File: config.mk
export PLATFORM = sky130hd
export DESIGN_NAME = xor_lockstep_scrambler
export DESIGN_NICKNAME = d
export VERILOG_FILES = /design/src/rtl/xls_pkg.sv /design/src/rtl/xls_id_loader.sv /design/src/rtl/xls_mask_gen.sv /design/src/rtl/xls_xor_path.sv /design/src/rtl/xor_lockstep_scrambler.sv
export SDC_FILE = /design/constraint.sdc
export NUM_CORES = 1
export LEC_CHECK = 0
export ABC_AREA = 1
export BUFFER_PORTS_ARGS = -buffer_cell sky130_fd_sc_hd__buf_2
export CORE_ASPECT_RATIO = 0.8
export CORE_MARGIN = 2
export CORE_UTILIZATION = 60
export DETAILED_ROUTE_END_ITERATION = 8
export PLACE_DENSITY = 0.91
export SETUP_SLACK_MARGIN = 0.5
export SYNTH_ARGS = -nofsm -noshare
export SYNTH_HDL_FRONTEND = slang
export SYNTH_HIERARCHICAL = 1
export SYNTH_SLANG_ARGS = --single-unit
File: constraint.sdc
create_clock -name clk -period 3.55 [get_ports clk]
set_input_delay 0.355 -clock clk [delete_from_list [all_inputs] [get_ports clk]]
set_output_delay 0.355 -clock clk [all_outputs]
set_load 0.05 [all_outputs]
File: src/rtl/xls_pkg.sv
package xls_pkg;
    localparam int unsigned STATE_W = 64;
    localparam logic [STATE_W-1:0] ZERO_SEED_SUB = 64'hA5A5_5A5A_C3C3_3C3C;

    // Maximal-length feedback, taps at bits 63, 62, 60, 59
    function automatic logic [STATE_W-1:0] lfsr_step(input logic [STATE_W-1:0] s);
        return {s[STATE_W-2:0], s[63] ^ s[62] ^ s[60] ^ s[59]};
    endfunction

    function automatic logic [STATE_W-1:0] seed_of(input logic [STATE_W-1:0] k);
        return (k == '0) ? ZERO_SEED_SUB : k;
    endfunction
endpackage

File: src/rtl/xls_id_loader.sv
module xls_id_loader
    import xls_pkg::*;
(
    input  logic               clk,
    input  logic               rst_n,
    input  logic               bit_valid,
    input  logic               bit_in,
    output logic [STATE_W-1:0] key_q_o,
    output logic [STATE_W-1:0] key_next_o,
    output logic               valid_o,
    output logic               done_o
);
    localparam int unsigned CNT_W = $clog2(STATE_W + 1);

    typedef struct packed {
        logic [STATE_W-1:0] key;
        logic [CNT_W-1:0]   cnt;
        logic               valid;
    } ld_t;

    ld_t ld_q, ld_d;

    always_comb begin
        ld_d   = ld_q;
        done_o = 1'b0;
        if (bit_valid && !ld_q.valid) begin
            ld_d.key = {ld_q.key[STATE_W-2:0], bit_in};
            ld_d.cnt = ld_q.cnt + 1'b1;
            if (ld_q.cnt == CNT_W'(STATE_W - 1)) begin
                ld_d.valid = 1'b1;
                done_o     = 1'b1;
            end
        end
    end

    always_ff @(posedge clk) begin
        if (!rst_n) ld_q <= '0;
        else        ld_q <= ld_d;
    end

    assign key_q_o    = ld_q.key;
    assign key_next_o = ld_d.key;
    assign valid_o    = ld_q.valid;
endmodule

File: src/rtl/xls_mask_gen.sv
module xls_mask_gen
    import xls_pkg::*;
#(
    parameter int unsigned MASK_W = 20
) (
    input  logic               clk,
    input  logic               rst_n,
    input  logic               seed_load,
    input  logic [STATE_W-1:0] seed_key,
    input  logic [STATE_W-1:0] key_q,
    input  logic               key_valid,
    input  logic               resync,
    input  logic               strobe,
    input  logic               fixed_mode,
    output logic [MASK_W-1:0]  mask_o,
    output logic [STATE_W-1:0] state_o
);
    typedef struct packed {
        logic [STATE_W-1:0] state;
    } mg_t;

    mg_t mg_q, mg_d;

    always_comb begin
        mg_d = mg_q;
        if (seed_load)
            mg_d.state = seed_of(seed_key);
        else if (key_valid && resync)
            mg_d.state = seed_of(key_q);
        else if (key_valid && strobe && !fixed_mode)
            mg_d.state = lfsr_step(mg_q.state);
    end

    always_ff @(posedge clk) begin
        if (!rst_n) mg_q <= '0;
        else        mg_q <= mg_d;
    end

    assign mask_o  = fixed_mode ? key_q[MASK_W-1:0] : mg_q.state[MASK_W-1:0];
    assign state_o = mg_q.state;
endmodule

File: src/rtl/xls_xor_path.sv
module xls_xor_path #(
    parameter int unsigned DATA_W = 16,
    parameter int unsigned CTRL_W = 4,
    localparam int unsigned MASK_W = DATA_W + CTRL_W
) (
    input  logic              enable,
    input  logic              dir,
    input  logic [MASK_W-1:0] mask,
    input  logic [DATA_W-1:0] host_in,
    input  logic [DATA_W-1:0] core_in,
    input  logic [CTRL_W-1:0] ctrl_in,
    output logic [DATA_W-1:0] core_out,
    output logic [DATA_W-1:0] host_out,
    output logic [CTRL_W-1:0] ctrl_out
);
    logic [DATA_W-1:0] dmask;
    logic [CTRL_W-1:0] cmask;

    assign dmask = mask[DATA_W-1:0];
    assign cmask = mask[DATA_W +: CTRL_W];

    always_comb begin
        core_out = '0;
        host_out = '0;
        ctrl_out = '0;
        if (enable) begin
            if (dir) host_out = core_in ^ dmask;
            else     core_out = host_in ^ dmask;
            ctrl_out = ctrl_in ^ cmask;
        end
    end
endmodule

File: src/rtl/xor_lockstep_scrambler.sv
module xor_lockstep_scrambler
    import xls_pkg::*;
#(
    parameter int unsigned DATA_W = 16,
    parameter int unsigned CTRL_W = 4
) (
    input  logic              clk,
    input  logic              rst_n,
    input  logic              id_bit_valid,
    input  logic              id_bit,
    input  logic              mask_mode,
    input  logic              resync,
    input  logic              dir,
    input  logic              xfer_strobe,
    input  logic [DATA_W-1:0] host_data_in,
    output logic [DATA_W-1:0] core_data_out,
    input  logic [DATA_W-1:0] core_data_in,
    output logic [DATA_W-1:0] host_data_out,
    input  logic [CTRL_W-1:0] ctrl_in,
    output logic [CTRL_W-1:0] ctrl_out,
    output logic              key_valid
);
    localparam int unsigned MASK_W = DATA_W + CTRL_W;

    logic [STATE_W-1:0] key_q, key_next, lfsr_state;
    logic               load_done;
    logic [MASK_W-1:0]  mask;

    xls_id_loader u_loader (
        .clk        (clk),
        .rst_n      (rst_n),
        .bit_valid  (id_bit_valid),
        .bit_in     (id_bit),
        .key_q_o    (key_q),
        .key_next_o (key_next),
        .valid_o    (key_valid),
        .done_o     (load_done)
    );

    xls_mask_gen #(.MASK_W(MASK_W)) u_mask (
        .clk        (clk),
        .rst_n      (rst_n),
        .seed_load  (load_done),
        .seed_key   (key_next),
        .key_q      (key_q),
        .key_valid  (key_valid),
        .resync     (resync),
        .strobe     (xfer_strobe),
        .fixed_mode (mask_mode),
        .mask_o     (mask),
        .state_o    (lfsr_state)
    );

    xls_xor_path #(.DATA_W(DATA_W), .CTRL_W(CTRL_W)) u_path (
        .enable   (key_valid),
        .dir      (dir),
        .mask     (mask),
        .host_in  (host_data_in),
        .core_in  (core_data_in),
        .ctrl_in  (ctrl_in),
        .core_out (core_data_out),
        .host_out (host_data_out),
        .ctrl_out (ctrl_out)
    );
endmodule

# --- After elaboration in Yosys (flattened, before gate mapping) ---
# Index checks and enable logic that the tools add are counted.
word_totals:
  word_cells: 37
  input_bits: 44
  register_bits: 136
  out_inout_bits: 37
classes:
  bitwise_logic: 6
  reduce_logical: 10
  n_addsub: 1
  n_mux: 15
  eq_ne: 1
op_table:
  columns: ["cell", "count"]
  rows:
  - ["$mux 64", 5]
  - ["$logic_not 64->1", 2]
  - ["$mux 72", 1]
  - ["$mux 16", 4]
  - ["$xor 16x16->16", 2]
  - ["$mux 20", 1]
  - ["$add 7x1->7 const B", 1]
  - ["$eq 7x6->1 const B", 1]
  - ["$logic_and 1x1->1", 4]
  - ["$mux 4", 1]
  - ["$xor 4x4->4", 1]
  - ["$mux 1", 3]
  - ["$reduce_bool 3->1", 1]
  - ["$xor 1x1->1", 3]
  - ["$logic_not 1->1", 2]
  - ["$reduce_and 2->1", 1]

# --- Logic depth before layout (Yosys ltp) ---
# Gate-level depths: netlist (run 1).
logic_depth:
  depth_word: 6
  depth_mapped: 18
  depth_no_buf: 15

# --- Modules after synthesis ---
# The synthesis (run 1) kept the hierarchy.
modules_own_cells:
  columns: ["module", "area_each_um2", "seq_area_each_um2", "instances", "cells_per_inst"]
  rows:
  - ["xls_mask_gen", 4349.2, 1281.2, 1, 751]
  - ["xls_id_loader", 3589.7, 1441.4, 1, 455]
  - ["xls_xor_path", 600.6, 0.0, 1, 151]

# --- Worst setup path before layout (run 1) ---
# No wires, ideal clock.
synth_path:
  path_type: "register to register"
  startpoint: "register u_loader.ld_q, in the netlist u_loader/valid_o"
  endpoint: "register u_mask.mg_q, in the netlist u_mask/state_o[2]"
  n_path_buf: 3
  t_arrival_ns: 2.438
  setup_time_ns: 0.069
  stages_incl_launch_ff: 19
  period_less_slack_ns: 2.507
  path_slack_ns: 1.043
  t_required_ns: 3.481
  cell_sequence: "dfxtp_1 inv_2 nand2_2 inv_2 buf_6 buf_6 or2_1 o21ai_2 inv_1 nor2_1 nand2_1 nor2_1 nand2_1 nor2_1 nand2_1 buf_4 nand2_1 nand3_1 a21oi_2"
synth_via:
  elab_chain_cells: 6
  word_cells_on_any_way: 12
  classes_between: "mux (5); reduce/logical (7)"
synth_rtl:
  columns: ["item", "line_no", "text"]
  rows:
  - ["from (decl)", "xls_id_loader.sv:21", "ld_t ld_q, ld_d;"]
  - ["from (signal assigned)", "xls_id_loader.sv:38", "else ld_q <= ld_d;"]
  - ["$logic_not 1->1", "xls_id_loader.sv:26", "if (bit_valid && !ld_q.valid) begin"]
  - ["$logic_and 1x1->1", "xls_id_loader.sv:26", null]
  - ["$mux 72", "xls_id_loader.sv:26", null]
  - ["via key_next[46]", "xor_lockstep_scrambler.sv:25", "logic [STATE_W-1:0] key_q, key_next, lfsr_state;"]
  - ["$logic_not 64->1", "xls_pkg.sv:11", "return (k == '0) ? ZERO_SEED_SUB : k;"]
  - ["$mux 64", "xls_pkg.sv:11", null]
  - ["$mux 64", "xls_mask_gen.sv:26", "if (seed_load)"]
  - ["to (signal assigned)", "xls_mask_gen.sv:36", "else mg_q <= mg_d;"]
  - ["to (decl)", "xls_mask_gen.sv:22", "mg_t mg_q, mg_d;"]
# The timed path passes the listed nets, and every way through them passes these cells.
# A chain may end at the register's enable or synchronous reset.

# --- Final worst setup path (run 1) ---
layout_path:
  startpoint: "register u_loader/ld_q[1] (netlist name)"
  endpoint: "register u_mask.mg_q, in the netlist u_mask/state_o[55]"
layout_via:
  elab_chain_cells: 4
  word_cells_on_any_way: 5
  classes_between: "eq/ne (1); mux (3); reduce/logical (1)"
layout_rtl:
  columns: ["item", "line_no", "text"]
  rows:
  - ["$eq 7x6->1 *", "xls_id_loader.sv:29", "if (ld_q.cnt == CNT_W'(STATE_W - 1)) begin"]
  - ["$mux 1 *", "xls_id_loader.sv:29", null]
  - ["$mux 1 *", "xls_id_loader.sv:26", null]
  - ["via load_done", "xor_lockstep_scrambler.sv:26", "logic load_done;"]
  - ["$reduce_bool 3->1 (no source line) or $mux 64 (tied branches)", null, null]
# Mark *: on every way through the listed nets, which the timed path passes. The rest lies on a longest branch.

==> summary.md, run 1 <==
| Metric | Value |
|---|---|
| Worst setup EP type | `flop` |
| Final ANT Viol Nets | `0` |
| Area of the core | `13740 um2` |
| Period utilization | `81.84%` |
| # port buffers | `80` |
| Critical path class | `flop to flop` |
| Ant. Diodes | `0` |
| Status | `finished, final reports clean` |
| Starting DRT DRC Count | `1056` |
| Nets@finish | `1380` |
| Largest net degree at the start of global routing | `55` |
| Grt total ovfl | `0` |
| CTS H-tree lvls | `4` |
| Ys async rst share | `0%` |
| Max Cap Viol | `0` |
| Chip height | `110.7 um` |
| Mapped cell area | `8539 um2` |
| P_leak | `0.003866 uW` |
| TritonRoute pass-1 iters | `5` |
| Post-DP HPWL | `13840 um` |
| Worst Setup Start Kind | `flop` |
| Endpoints failing setup | `0` |
| Root buffer cell | `clkbuf_16` |
| Cell count after synthesis | `1357` |
| Largest buffer count on any clock path | `2` |
| Vias in the first global route | `8199` |
| Yosys top cell by area | `dfxtp_1` |
| Syn avg cell area | `6.293 um2` |
| Synth warn | `6` |
| Synth Flop Type | `dfxtp_1` |
| Post-synth top cells | `nor2_1 (343), nand2_1 (295), dfxtp_1 (136)` |
| CP peak stage delay | `0.35 ns` |
| Via count | `8770` |
| GP Congestion | `0.8929` |
| Crit path max fanout | `54` |
| Skew final | `0.01344 ns` |
| Wire length per cell | `15.14 um` |
| # rows | `38` |
| Layout cells sized above 1 | `14.32%` |
| Dpl ws | `0.5097 ns` |
| CTS Buf Count | `17` |
| Starting density of the core | `62.15%` |
| Vias per std cell | `5.740` |
| Min-Delay Path Class | `input pin to flop` |
| Worst slew pin tran | `1.109 ns` |
| CP Cell Sequence | `ha_1 -> nand3_1 -> nor2_1 -> nand3_1 -> clkinvlp_4 -> inv_4 -> nand2_8 -> inv_6 -> nand2_8 -> inv_8 -> nor2_1 -> nand3_1 -> a21oi_1` |
| Worst vdd ir | `379.7 uV` |
| Cell Pwr Density | `422.2 nW/um2` |
| Synth Register Bits | `136` |
| Worst Path Arrival | `3.18 ns` |
| Distinct cells, synth | `31` |
| Area Growth Syn to Fin | `5.099%` |
| Synth area leaders | `dfxtp_1 (32%), nor2_1 (15%), nand2_1 (13%), buf_4 (6.1%), o21ai_0 (4.9%)` |
| Final count of pins violating max slew | `0` |
| CP max-delay cell | `inv_8` |
| Die width | `137.4 um` |
| Crit-path most repeated cell | `nand3_1` |
| Unrepaired setup endpoints after global routing | `false` |
| Global Route Usage Sum | `31.05%` |
| EDFF count, synth | `0` |
| Most frequent cell after synthesis | `nor2_1` |
| Syn_nets | `1402` |
| Final Hold Fails | `0` |
| Initial antenna violation count | `0` |
| Worst-path clk slew | `0.06 ns` |
| Post-synthesis sequential area ratio | `31.88%` |
| Clock Sinks | `136` |
| CTS tree | `yes` |
| CP Data Required Time | `3.82 ns` |
| Sum Neg Setup Slack | `0 ns` |
| Worst-Skew Late Latency | `0.43 ns` |
| DRC violations left | `0` |
| Worst setup margin | `0.6446 ns` |
| Min cycle time layout | `2.905 ns` |
| Fmax | `344.2 MHz` |
| Util after Layout | `65.32%` |
| Drt total wl | `23140 um` |
| Max-slew headroom | `25.97%` |
| Die area | `15210 um2` |
| Hold Buf Count CTS | `0` |
| IO Pins | `81` |
| Global-route wire length before repair | `38140 um` |
| Top-area cell type share of the netlist area | `31.88%` |
==> what timing repair did <==
action / 4_1_cts / 5_1_grt
endpoints found under the setup margin: 29 / 33
gates resized for setup: 3 / 2
pin swaps: 1 / 0
gates cloned: 1 / 0
setup buffers: 0 / 2
==> layout make-up <==
class | count | area [um2]
timing repair buffer | 94 | 518.0
fill | 1159 | 4766
inverter | 96 | 384.1
sequential | 136 | 2723
tap | 180 | 225.2
multi-input combinational | 990 | 4532
clock inverter | 15 | 167.7
clock buffer | 17 | 425.4
==> flip-flops by register name, indices dropped and copies added (netlist names) <==
register and cells:
u_loader/key_q_o 64, u_mask/state_o 64, u_loader/ld_q 7, u_loader/valid_o 1
==> placed cells by master (no fill, tap or decap) <==
| master | n |
|---|---|
| nor2_1 | 343 |
| nand2_1 | 294 |
| dfxtp_1 | 136 |
| inv_1 | 84 |
| o21ai_0 | 83 |
| buf_2 | 80 |
| or2_1 | 55 |
| nand3_1 | 53 |
| o21ai_2 | 40 |
| a21oi_1 | 40 |
| a31oi_1 | 26 |
| o21ai_1 | 25 |
| clkbuf_16 | 17 |
| buf_4 | 13 |
| or2_0 | 9 |
| inv_6 | 7 |
| inv_2 | 7 |
| a21oi_2 | 6 |
| clkinv_4 | 5 |
| clkinvlp_4 | 3 |
| nand2_2 | 3 |
| bufinv_16 | 2 |
| xor2_1 | 2 |
| nand2_8 | 2 |
| a221oi_1 | 2 |
| clkinv_2 | 1 |
| nor2_2 | 1 |
| nand2_4 | 1 |
| ha_1 | 1 |
| buf_12 | 1 |
| inv_4 | 1 |
| nor2_4 | 1 |
| nand3_4 | 1 |
| inv_8 | 1 |
| xnor2_1 | 1 |
| o211ai_1 | 1 |
==> worst max-delay path: cells and delay by family, from the launching register on <==
kind / cells / cell delay (ns)
buf+inv: 4 / 1.07
simple gates: 7 / 1.01
flops: 1 / 0.33
fa+ha+maj: 1 / 0.20
compound gates: 1 / 0.07
==> final timing paths <==
kind | cells past startpoint | startpoint | slack (ns) | end
worst min-delay path | 3 | id_bit | 0.22 | u_loader/key_q_o[0]$_SDFF_PN0_
worst max register to register | 13 | u_loader/ld_q[1]$_SDFFE_PN0P_ | 0.64 | u_mask/state_o[55]$_SDFFE_PN0P_
worst max-delay path | 13 | u_loader/ld_q[1]$_SDFFE_PN0P_ | 0.64 | u_mask/state_o[55]$_SDFFE_PN0P_
worst min register to register | 2 | u_mask/state_o[12]$_SDFFE_PN0P_ | 0.47 | u_mask/state_o[12]$_SDFFE_PN0P_
==> logic make-up after synthesis <==
kind of cell	count (synthesis)	synth area share (%)
adders and majority gates	1	0.1465
and+or+nand+nor	762	36.86
DFF	136	31.88
xor gates and xnor gates	3	0.3077
buffers and inverters	232	15.21
AOI/OAI and AO/OA	223	15.59
==> power breakdown <==
part	leakage, uW	internal (uW)	switching [uW]
Sequential	0.00111	1580	60.9
Clock	0.000285	1050	725
Combinational	0.00247	137	243
==> stage by stage <==
stage | total power [uW] | cells | cell area [um2] | hold WS (ns)
detailed placement | 2033 | 1493 | 8347 | 0.4522
global placement | 2021 | 1493 | 8347 | 0.4517
global route | 3933 | 1528 | 8975 | 0.2424
floorplan | 1995 | 1357 | 8539 | 0.4389
finish | 3789 | 1528 | 8975 | 0.2178
CTS | 3795 | 1526 | 8955 | 0.2005
==> layer usage <==
metal  global-route usage (%)  vias to the layer above  wire length, um
met4                    15.33                        0              769
li1                         -                     4158                -
met2                    49.42                      575            10390
met1                    39.77                     3944             9381
met3                    6.356                       93             2601
met5                        0                        -                0
No activity file was read; power rests on OpenSTA's default activity.
==> inputs of run 2 (changes only) <==
==> constraint.sdc (replaced) <==
create_clock -name clk -period 2.7 [get_ports clk]
set_input_delay 0.27 -clock clk [delete_from_list [all_inputs] [get_ports clk]]
set_output_delay 0.27 -clock clk [all_outputs]
set_load 0.05 [all_outputs]
==> run 2 against run 1 <==
Compared with the run above: sequential cell count is the same; register-to-register slack lost 0.26 ns; wire length grew 0.91%; first-iteration DRC count grew 20%; cell count grew 0.26%; critical endpoint is now u_mask/state_o[13]$_SDFFE_PN0P_; count of clock-buffer cells in the layout grew 7; sequential power grew 32%.
==> summary.md, run 2 (synthesis results as in run 1) <==
| Metric | Value |
|---|---|
| Hold path start | `id_bit` |
| Ant. Diodes | `0` |
| Via count | `8745` |
| FF-to-FF Start | `u_loader/valid_o$_SDFFE_PN0P_` |
| Worst r2r path cells | `16` |
| Worst Hold Depth | `3` |
| Grt total ovfl | `0` |
| Min-Delay Path Class | `input pin to flop` |
| Worst Path Arrival | `2.67 ns` |
| Largest buffer count on any clock path | `2` |
| IO Pins | `81` |
| Register Area | `2726 um2` |
| Fill cells | `1089` |
| Cell Pwr Density | `560.3 nW/um2` |
| Chip height | `110.7 um` |
| Crit path max fanout | `33` |
| Area of the core | `13740 um2` |
| Worst slew pin tran | `0.7630 ns` |
| Worst Setup Start Kind | `flop` |
| Vias per std cell | `5.708` |
| Die width | `137.4 um` |
| DRC violations left | `0` |
| Starting DRT DRC Count | `1266` |
| Hold path endpoint | `u_loader/key_q_o[0]$_SDFF_PN0_` |
| Max Cap Viol | `0` |
| Worst vdd ir | `466.3 uV` |
| P_leak | `0.003972 uW` |
| Vias in the first global route | `7798` |
| GP Congestion | `0.9072` |
| Skew final | `0.01022 ns` |
| # rows | `38` |
| Worst-path clk slew | `0.06 ns` |
| CTS H-tree lvls | `4` |
| Area Growth Syn to Fin | `8.220%` |
| R2r endpoint | `u_mask/state_o[13]$_SDFFE_PN0P_` |
| Dpl ws | `0.1602 ns` |
| Multi-input gate area | `4596 um2` |
| Starting density of the core | `62.15%` |
| Most frequent cells in the layout | `nor2_1 (337), nand2_1 (294), dfxtp_1 (135), inv_1 (84), o21ai_0 (80)` |
| Unrepaired setup endpoints after global routing | `true` |
| CP Data Required Time | `3.06 ns` |
| Layout cells sized above 1 | `15.53%` |
| Die area | `15210 um2` |
| Min cycle time layout | `2.316 ns` |
| Global-route wire length before repair | `36540 um` |
| Post-DP HPWL | `13630 um` |
| Root buffer cell | `clkbuf_16` |
| Sum Neg Setup Slack | `0 ns` |
| Global Route Usage Sum | `29.75%` |
| Commonest non-fill, non-tap cell in the layout | `nor2_1` |
| Final Hold Fails | `0` |
| # port buffers | `80` |
| Worst setup EP type | `flop` |
| Wire length per cell | `15.24 um` |
| Hold_ws | `0.1627 ns` |
| Hold Buf Count CTS | `0` |
| CTS Buf Count | `17` |
| CTS tree | `yes` |
| Final ANT Viol Nets | `0` |
| TritonRoute pass-1 iters | `6` |
| Initial antenna violation count | `0` |
| Max-slew headroom | `48.95%` |
| Endpoints failing setup | `0` |
| Drt total wl | `23350 um` |
| Status | `finished, final reports clean` |
| Worst setup margin | `0.3842 ns` |
| Nets@finish | `1384` |
| R2R Setup Slk | `0.38 ns` |
| Worst-Skew Late Latency | `0.42 ns` |
| Fmax | `431.8 MHz` |
| Final count of pins violating max slew | `0` |
| Critical path class | `flop to flop` |
| Largest net degree at the start of global routing | `67` |
| Period utilization | `85.77%` |
| Clock Sinks | `136` |
[run 2: changes by cell type in the layout (fill, tap and decap cells not counted), sizes merged]
| cell | change |
|---|---|
| bufinv | +2 |
| clkbuf | +8 |
| clkinv | -3 |
| buf | +3 |
| nor2 | -1 |
| clkinvlp | -2 |
| inv | -3 |
[run 2: stage by stage]
step                utilization, %  cells  instance area, um2  total power, uW
floorplan                        -   1357                8543             2622
global placement             61.03   1496                8386             2657
detailed placement           61.03   1496                8386             2675
CTS                          66.55   1530                9144             5150
global route                 67.26   1532                9241             5344
finish                       67.26   1532                9241             5178
[run 2: final cells by class]
type | instances | area share, %
Multi-Input combinational cell | 989 | 49.73
Sequential cell | 136 | 29.50
Timing Repair Buffer | 98 | 7.054
Clock buffer | 24 | 5.213
Inverter | 96 | 4.346
Tap cell | 180 | 2.437
Clock inverter | 8 | 1.543
Timing Repair inverter | 1 | 0.1760
[run 2: where the power goes]
group          internal (uW)  switching [uW]  leakage, uW
clock                   1620             870     0.000304
sequential              2070            83.1      0.00111
combinational            195             342      0.00256
[run 2: how the worst max path moves through the flow]
stage                                       start                              end  slack, ns  cells after the start
floorplan           u_loader/valid_o$_SDFFE_PN0P_   u_mask/state_o[2]$_SDFFE_PN0P_       0.54                     18
global placement                     id_bit_valid  u_mask/state_o[17]$_SDFFE_PN0P_       0.21                     16
detailed placement                   id_bit_valid   u_mask/state_o[2]$_SDFFE_PN0P_       0.16                     16
CTS                 u_loader/valid_o$_SDFFE_PN0P_  u_mask/state_o[16]$_SDFFE_PN0P_       0.46                     15
global route        u_loader/valid_o$_SDFFE_PN0P_  u_mask/state_o[58]$_SDFFE_PN0P_       0.28                     16
finish              u_loader/valid_o$_SDFFE_PN0P_  u_mask/state_o[13]$_SDFFE_PN0P_       0.38                     16
[run 2: routing by layer]
layer | GRT usage, % | up-vias | wire length, um
met5 | 0 | - | 0
met4 | 11.68 | 0 | 640
met3 | 5.853 | 95 | 2790
met2 | 47.23 | 577 | 10410
met1 | 39.59 | 3896 | 9507
li1 | - | 4177 | -
[run 2: timing repair]
item                       in CTS  in global routing
setup endpoints to repair      54                 64
pin swaps                       2                  4
cloned                          2                  1
resized for setup              28                 28
buffers inserted                0                  1
[run 2: critical path, cell delays in order, from the launching register on]
cell and delay [ns]:
dfxtp_4 0.36, inv_4 0.05, nand2_8 0.17, inv_16 0.10, or2_1 0.24, o21ai_2 0.08, inv_1 0.07, nor2_1 0.17
nand2_1 0.11, nor2_2 0.11, nand2_1 0.08, nor2_2 0.13, nand2_2 0.10, buf_6 0.17, nand2_1 0.07, nand3_1 0.10
a21oi_2 0.13
